`src/rtl/pll_seq_pkg.sv`:
```
package pll_seq_pkg;

  typedef enum logic [2:0] {
    ST_RESET = 3'd0,
    ST_WAIT  = 3'd1,
    ST_CAL   = 3'd2,
    ST_ACQ   = 3'd3,
    ST_LOCK  = 3'd4,
    ST_HOLD  = 3'd5
  } seq_state_e;

  // Differential outputs are forced in reset only for a non-zero select code.
  function automatic logic force_code(input logic [1:0] code);
    return code != 2'b00;
  endfunction

  // Saturating persistence count of a low reference flag.
  function automatic int unsigned next_loss_count(input int unsigned cnt,
                                                  input logic valid,
                                                  input int unsigned limit);
    if (valid) return 0;
    if (cnt >= limit) return limit;
    return cnt + 1;
  endfunction

endpackage

```
`src/rtl/pll_seq_sync.sv`:
```
module pll_seq_sync #(
  parameter int WIDTH  = 1,
  parameter int STAGES = 2
) (
  input  logic             clk,
  input  logic             arst_n,
  input  logic [WIDTH-1:0] d_i,
  output logic [WIDTH-1:0] q_o
);

  logic [WIDTH-1:0] stg [STAGES];

  genvar g;
  generate
    for (g = 0; g < STAGES; g++) begin : g_stage
      if (g == 0) begin : g_first
        always_ff @(posedge clk or negedge arst_n) begin
          if (!arst_n) stg[0] <= '0;
          else         stg[0] <= d_i;
        end
      end else begin : g_next
        always_ff @(posedge clk or negedge arst_n) begin
          if (!arst_n) stg[g] <= '0;
          else         stg[g] <= stg[g-1];
        end
      end
    end
  endgenerate

  assign q_o = stg[STAGES-1];

endmodule

```
`src/rtl/pll_seq_loss_filter.sv`:
```
module pll_seq_loss_filter #(
  parameter int LOSS_LIMIT = 4
) (
  input  logic clk,
  input  logic arst_n,
  input  logic valid_s,
  output logic lost_o
);
  import pll_seq_pkg::*;

  localparam int CNT_W = $clog2(LOSS_LIMIT + 1);

  logic [CNT_W-1:0] cnt_q;
  logic [CNT_W-1:0] cnt_d;

  always_comb begin
    cnt_d = CNT_W'(next_loss_count(int'(cnt_q), valid_s, LOSS_LIMIT));
  end

  always_ff @(posedge clk or negedge arst_n) begin
    if (!arst_n) cnt_q <= '0;
    else         cnt_q <= cnt_d;
  end

  assign lost_o = (cnt_q >= CNT_W'(LOSS_LIMIT));

endmodule

```
`src/rtl/pll_seq_fsm.sv`:
```
module pll_seq_fsm (
  input  logic                    clk,
  input  logic                    arst_n,
  input  logic                    pin_s,
  input  logic                    valid_s,
  input  logic                    lost,
  input  logic                    cal_done,
  input  logic                    lock_ind,
  input  logic [1:0]              fsel,
  output pll_seq_pkg::seq_state_e state_o,
  output logic                    cal_start,
  output logic                    park_low,
  output logic                    hold_en,
  output logic                    se_tristate,
  output logic                    diff_force
);
  import pll_seq_pkg::*;

  seq_state_e cur_q, nxt;
  logic       start_q;

  always_comb begin
    nxt = cur_q;
    if (!pin_s) begin
      nxt = ST_RESET;
    end else begin
      case (cur_q)
        ST_RESET: nxt = ST_WAIT;
        ST_WAIT:  if (valid_s)  nxt = ST_CAL;
        ST_CAL:   if (!valid_s) nxt = ST_WAIT;
                  else if (cal_done) nxt = ST_ACQ;
        ST_ACQ:   if (lost)     nxt = ST_HOLD;
                  else if (lock_ind) nxt = ST_LOCK;
        ST_LOCK:  if (lost)     nxt = ST_HOLD;
                  else if (!lock_ind) nxt = ST_ACQ;
        ST_HOLD:  if (valid_s)  nxt = ST_ACQ;
        default:  nxt = ST_RESET;
      endcase
    end
  end

  always_ff @(posedge clk or negedge arst_n) begin
    if (!arst_n) begin
      cur_q   <= ST_RESET;
      start_q <= 1'b0;
    end else begin
      cur_q   <= nxt;
      start_q <= (nxt == ST_CAL) && (cur_q != ST_CAL);
    end
  end

  assign state_o     = cur_q;
  assign cal_start   = start_q;
  assign park_low    = (cur_q == ST_WAIT);
  assign hold_en     = (cur_q == ST_HOLD);
  assign se_tristate = (cur_q == ST_RESET);
  assign diff_force  = (cur_q == ST_RESET) && force_code(fsel);

endmodule

```
`src/rtl/pll_cal_seq.sv`:
```
module pll_cal_seq #(
  parameter int SYNC_STAGES = 2,
  parameter int LOSS_LIMIT  = 4
) (
  input  logic       clk,
  input  logic       pwr_good,
  input  logic       rstcal_n,
  input  logic       clk_valid,
  input  logic       cal_done,
  input  logic       lock_ind,
  input  logic [1:0] fsel,
  output logic       cal_start,
  output logic       park_low,
  output logic       hold_en,
  output logic       se_tristate,
  output logic       diff_force,
  output logic [2:0] state_o
);
  import pll_seq_pkg::*;

  logic [1:0] raw_in;
  logic [1:0] sync_out;
  logic       pin_sync;
  logic       valid_sync;
  logic       clk_lost;
  seq_state_e cur_state;

  assign raw_in     = {rstcal_n, clk_valid};
  assign pin_sync   = sync_out[1];
  assign valid_sync = sync_out[0];

  pll_seq_sync #(.WIDTH(2), .STAGES(SYNC_STAGES)) u_sync (
    .clk    (clk),
    .arst_n (pwr_good),
    .d_i    (raw_in),
    .q_o    (sync_out)
  );

  pll_seq_loss_filter #(.LOSS_LIMIT(LOSS_LIMIT)) u_loss (
    .clk     (clk),
    .arst_n  (pwr_good),
    .valid_s (valid_sync),
    .lost_o  (clk_lost)
  );

  pll_seq_fsm u_fsm (
    .clk         (clk),
    .arst_n      (pwr_good),
    .pin_s       (pin_sync),
    .valid_s     (valid_sync),
    .lost        (clk_lost),
    .cal_done    (cal_done),
    .lock_ind    (lock_ind),
    .fsel        (fsel),
    .state_o     (cur_state),
    .cal_start   (cal_start),
    .park_low    (park_low),
    .hold_en     (hold_en),
    .se_tristate (se_tristate),
    .diff_force  (diff_force)
  );

  assign state_o = cur_state;

endmodule

```
`config.mk`:
```
export PLATFORM = sky130hd
export DESIGN_NAME = pll_cal_seq
export DESIGN_NICKNAME = d
export VERILOG_FILES = /design/src/rtl/pll_seq_pkg.sv /design/src/rtl/pll_seq_sync.sv /design/src/rtl/pll_seq_loss_filter.sv /design/src/rtl/pll_seq_fsm.sv /design/src/rtl/pll_cal_seq.sv
export SDC_FILE = /design/constraint.sdc
export NUM_CORES = 1
export LEC_CHECK = 0
export ABC_AREA = 1
export CAP_MARGIN = 20
export CORE_MARGIN = 4
export CORE_UTILIZATION = 39
export DETAILED_ROUTE_END_ITERATION = 12
export GPL_TIMING_DRIVEN = 1
export PLACE_DENSITY = 0.75
export SLEW_MARGIN = 20
export SYNTH_ARGS = -nofsm -noshare
export SYNTH_HDL_FRONTEND = slang
export SYNTH_SLANG_ARGS = --single-unit
```
`constraint.sdc`:
```
create_clock -name clk -period 1.1 [get_ports clk]
set_clock_uncertainty 0.1 [all_clocks]
set_input_delay 0.22 -clock clk [delete_from_list [all_inputs] [get_ports clk]]
set_output_delay 0.22 -clock clk [all_outputs]
set_load 0.01 [all_outputs]
```
==> key figures <==
Cells and area
  • Fin nets: 116
  • P&R area growth vs syn: 73.4%
  • Fraction of layout cells with a size suffix above 1: 0.505
  • Commonest cells after routing, fill and taps aside: buf_4, nor2_1, inv_1
  • Fin cells: between 100 and 150
  • Most common cell after layout, fill and taps aside: buf_4
  • N_diodes: 0

Die
  • Die width: 45.1 um
  • Die H: roughly 45 um
  • Total core area: roughly 1300 sq um
  • IO Pins: 16
  • Die area: between 2000 and 2500 sq um
  • Rows: 13
  • Initial Util: 0.412

CTS
  • Clk slew on worst S/H paths: 0.07 ns
  • Root Buffer: clkbuf_4
  • CTS buffer count: 3
  • Clock Path Buffers: 2
  • Sinks on Clock Net: 11
  • Deepest level of the CTS H-tree: 1
  • CTS tree: built
  • Clk_lat worst skew: around 0.26 ns

Power and ir drop
  • Worst VDD drop: between 0.7 and 0.8 mV
  • Leakage: slightly below 0.5 nW
  • Power Dens Cells: 1050 nW/um^2
  • Pwr Total: a little under 1 mW

Worst setup path
  • Buffers & Inverters on Critical Path: 3
  • Worst path cell trace: buf_6 > nand3_2 > inv_1 > buf_2
  • Critical Path RT: roughly 0.78 ns
  • Max FO, Critical Path: 4
  • Critical path class: reg -> out
  • Slowest library cell on the worst path: dfrtp_2
  • Crit path max-delay family: flip-flops
  • CP Launch Type: register
  • Crit-path max cell delay: 0.41 ns
  • WP data arrival: 1.06 ns
  • Element type at the critical path end: primary output

Timing
  • Hold WS: 0.138 ns
  • Max Freq: 723 MHz
  • Final Setup Violations: 11
  • Tmin final: 1.38 ns
  • Final Cycle Share: 1.26
  • Final Max Tran Viols: 0
  • Final worst slack: -0.284 ns
  • Unrepaired setup endpoints after global routing: yes
  • Slew headroom: 0.859
  • Final hold vios: 0
  • Setup TNS Final: -2.39 ns
  • Tightest Pin Transition: ~0.21 ns

Run status
  • Failing checks: negative setup slack
  • Status: finished with violations

Placed design
  • Placer Congestion: just over 0.8
  • Hpwl dp: 1.02 mm
  • Number of port buffers: 15
  • Inst Count DP: 113

Global routing
  • First-pass GRT wire length: about 2.3 mm
  • GRT overflow: 0
  • Initial antenna violation count: 0
  • Overall routing resource usage: 0.155
  • Pin count of the biggest net entering global routing: 12
  • Vias in the first global route: 583

Min path
  • Hold/Removal Path Class: in -> async

Detailed routing
  • Vias per cell: 4.61
  • DRC viols: 0
  • WL per Instance: 11.7 um
  • WL final: 1.41 mm
  • Pre-antenna DRT Iters: 4
  • Vias post-DR: 553
  • Antenna Nets Post-Route: 0
  • DR iter-0 viols: 5

Synthesis
  • Seq cells post-synth: 11
  • Register area share after synthesis: 0.514
  • Top cells by area, synth: dfrtp_1, nor2_1, inv_1
  • Synth Net Count: 77
  • Synth cell types: 16
  • Syn. warnings: 0
  • Largest area contributor in the netlist: dfrtp_1
  • Synth Instances: 67
  • Post-Syn Area per Cell: roughly 8 sq um
  • Synthesized area: roughly 540 sq um
  • Synth top area share: 0.514

Run
  • Max-cap viol count: 0
## cell type report
cell class | instances | area [sq um]
well taps | 15 | 18.8
clock buffers | 4 | 26.3
multi-input cells | 44 | 273
flip-flops and latches | 11 | 279
repair buffers | 34 | 284
fillers | 102 | 373
inverters | 12 | 47.5
## worst reg2reg max path: cells and delay by family, from the launching register on
family,cells,cell delay (ns)
flip-flops,1,0.41
AND/OR/NAND/NOR,6,0.47
buffers and inverters,3,0.29
## repair_timing
| action | in CTS | in global routing |
|---|---|---|
| endpoints found under the setup margin | 12 | 12 |
| gates resized for setup | 50 | 9 |
| setup buffers | 3 | 1 |
| cloned | 0 | 0 |
| hold buffers | 0 | 0 |
| pin swaps | 8 | 6 |
## report_power, final
| group | total (mW) | internal [mW] | switching [mW] |
|---|---|---|---|
| registers | 0.451 | 0.433 | 0.0185 |
| clock network | 0.260 | 0.140 | 0.120 |
| logic | 0.267 | 0.140 | 0.128 |
| total | 0.978 | 0.712 | 0.266 |
## worst paths after layout
| check | from | to | slack (ns) | depth (start not counted) |
|---|---|---|---|---|
| hold / removal | pwr_good | u_loss.cnt_q[0]$_DFF_PN0_ | 0.14 | 2 |
| hold reg to reg | u_sync.stg[3]$_DFF_PN0_ | u_sync.q_o[1]$_DFF_PN0_ | 0.25 | 0 |
| setup / recovery | u_fsm.state_o[0]$_DFF_PN0_ | park_low | -0.28 | 4 |
| min in group clk | u_sync.stg[3]$_DFF_PN0_ | u_sync.q_o[1]$_DFF_PN0_ | 0.25 | 0 |
| setup reg to reg | u_fsm.state_o[0]$_DFF_PN0_ | u_fsm.cal_start$_DFF_PN0_ | -0.24 | 9 |
| max in group asynchronous | pwr_good | u_fsm.state_o[1]$_DFF_PN0_ | 0.60 | 2 |
## state kept, by name (all words and copies together), names as in the netlist
| register | count |
|---|---|
| u_loss.cnt_q | 3 |
| u_sync.stg | 2 |
| u_sync.q_o | 2 |
| u_fsm.state_o | 3 |
| u_fsm.cal_start | 1 |
## metrics by stage
stage | setup slack, ns | area (sq um) | util
finish | -0.284 | 928 | 0.713
floorplan | -0.000777 | 542 | -
detailed placement | -0.581 | 831 | 0.638
global route | -0.343 | 928 | 0.713
global placement | -0.555 | 831 | 0.638
CTS | -0.275 | 902 | 0.693
## synthesized netlist by cell type
master    instances
nor3_1            1
nand3b_1          1
dfrtp_1          11
inv_1            11
a22oi_1           1
nand3_1           6
nand2_1          11
nand2_2           1
inv_2             1
ha_1              2
a21boi_0          1
o21ai_0           1
nor2_1           15
a21oi_1           1
nor2_2            2
and2_1            1
## cells by family (layout without fill, tap and decap cells)
group | count (synthesis) | in the layout | synth area share
adders and majority gates | 2 | 2 | 0.0467
and+or+nand+nor | 38 | 38 | 0.308
DFF | 11 | 11 | 0.514
buffers and inverters | 12 | 50 | 0.0841
AOI/OAI and AO/OA | 4 | 4 | 0.0467
## per-layer routing
| metal | vias to the layer above | global-route usage | wire (um) |
|---|---|---|---|
| met2 | 15 | 0.266 | 754 |
| met1 | 253 | 0.177 | 556 |
| met3 | 4 | 0.0398 | 73 |
| li1 | 281 | - | - |
| met5 | - | 0 | 0 |
| met4 | 0 | 0.0760 | 22 |
No activity file was read; power rests on OpenSTA's default activity.
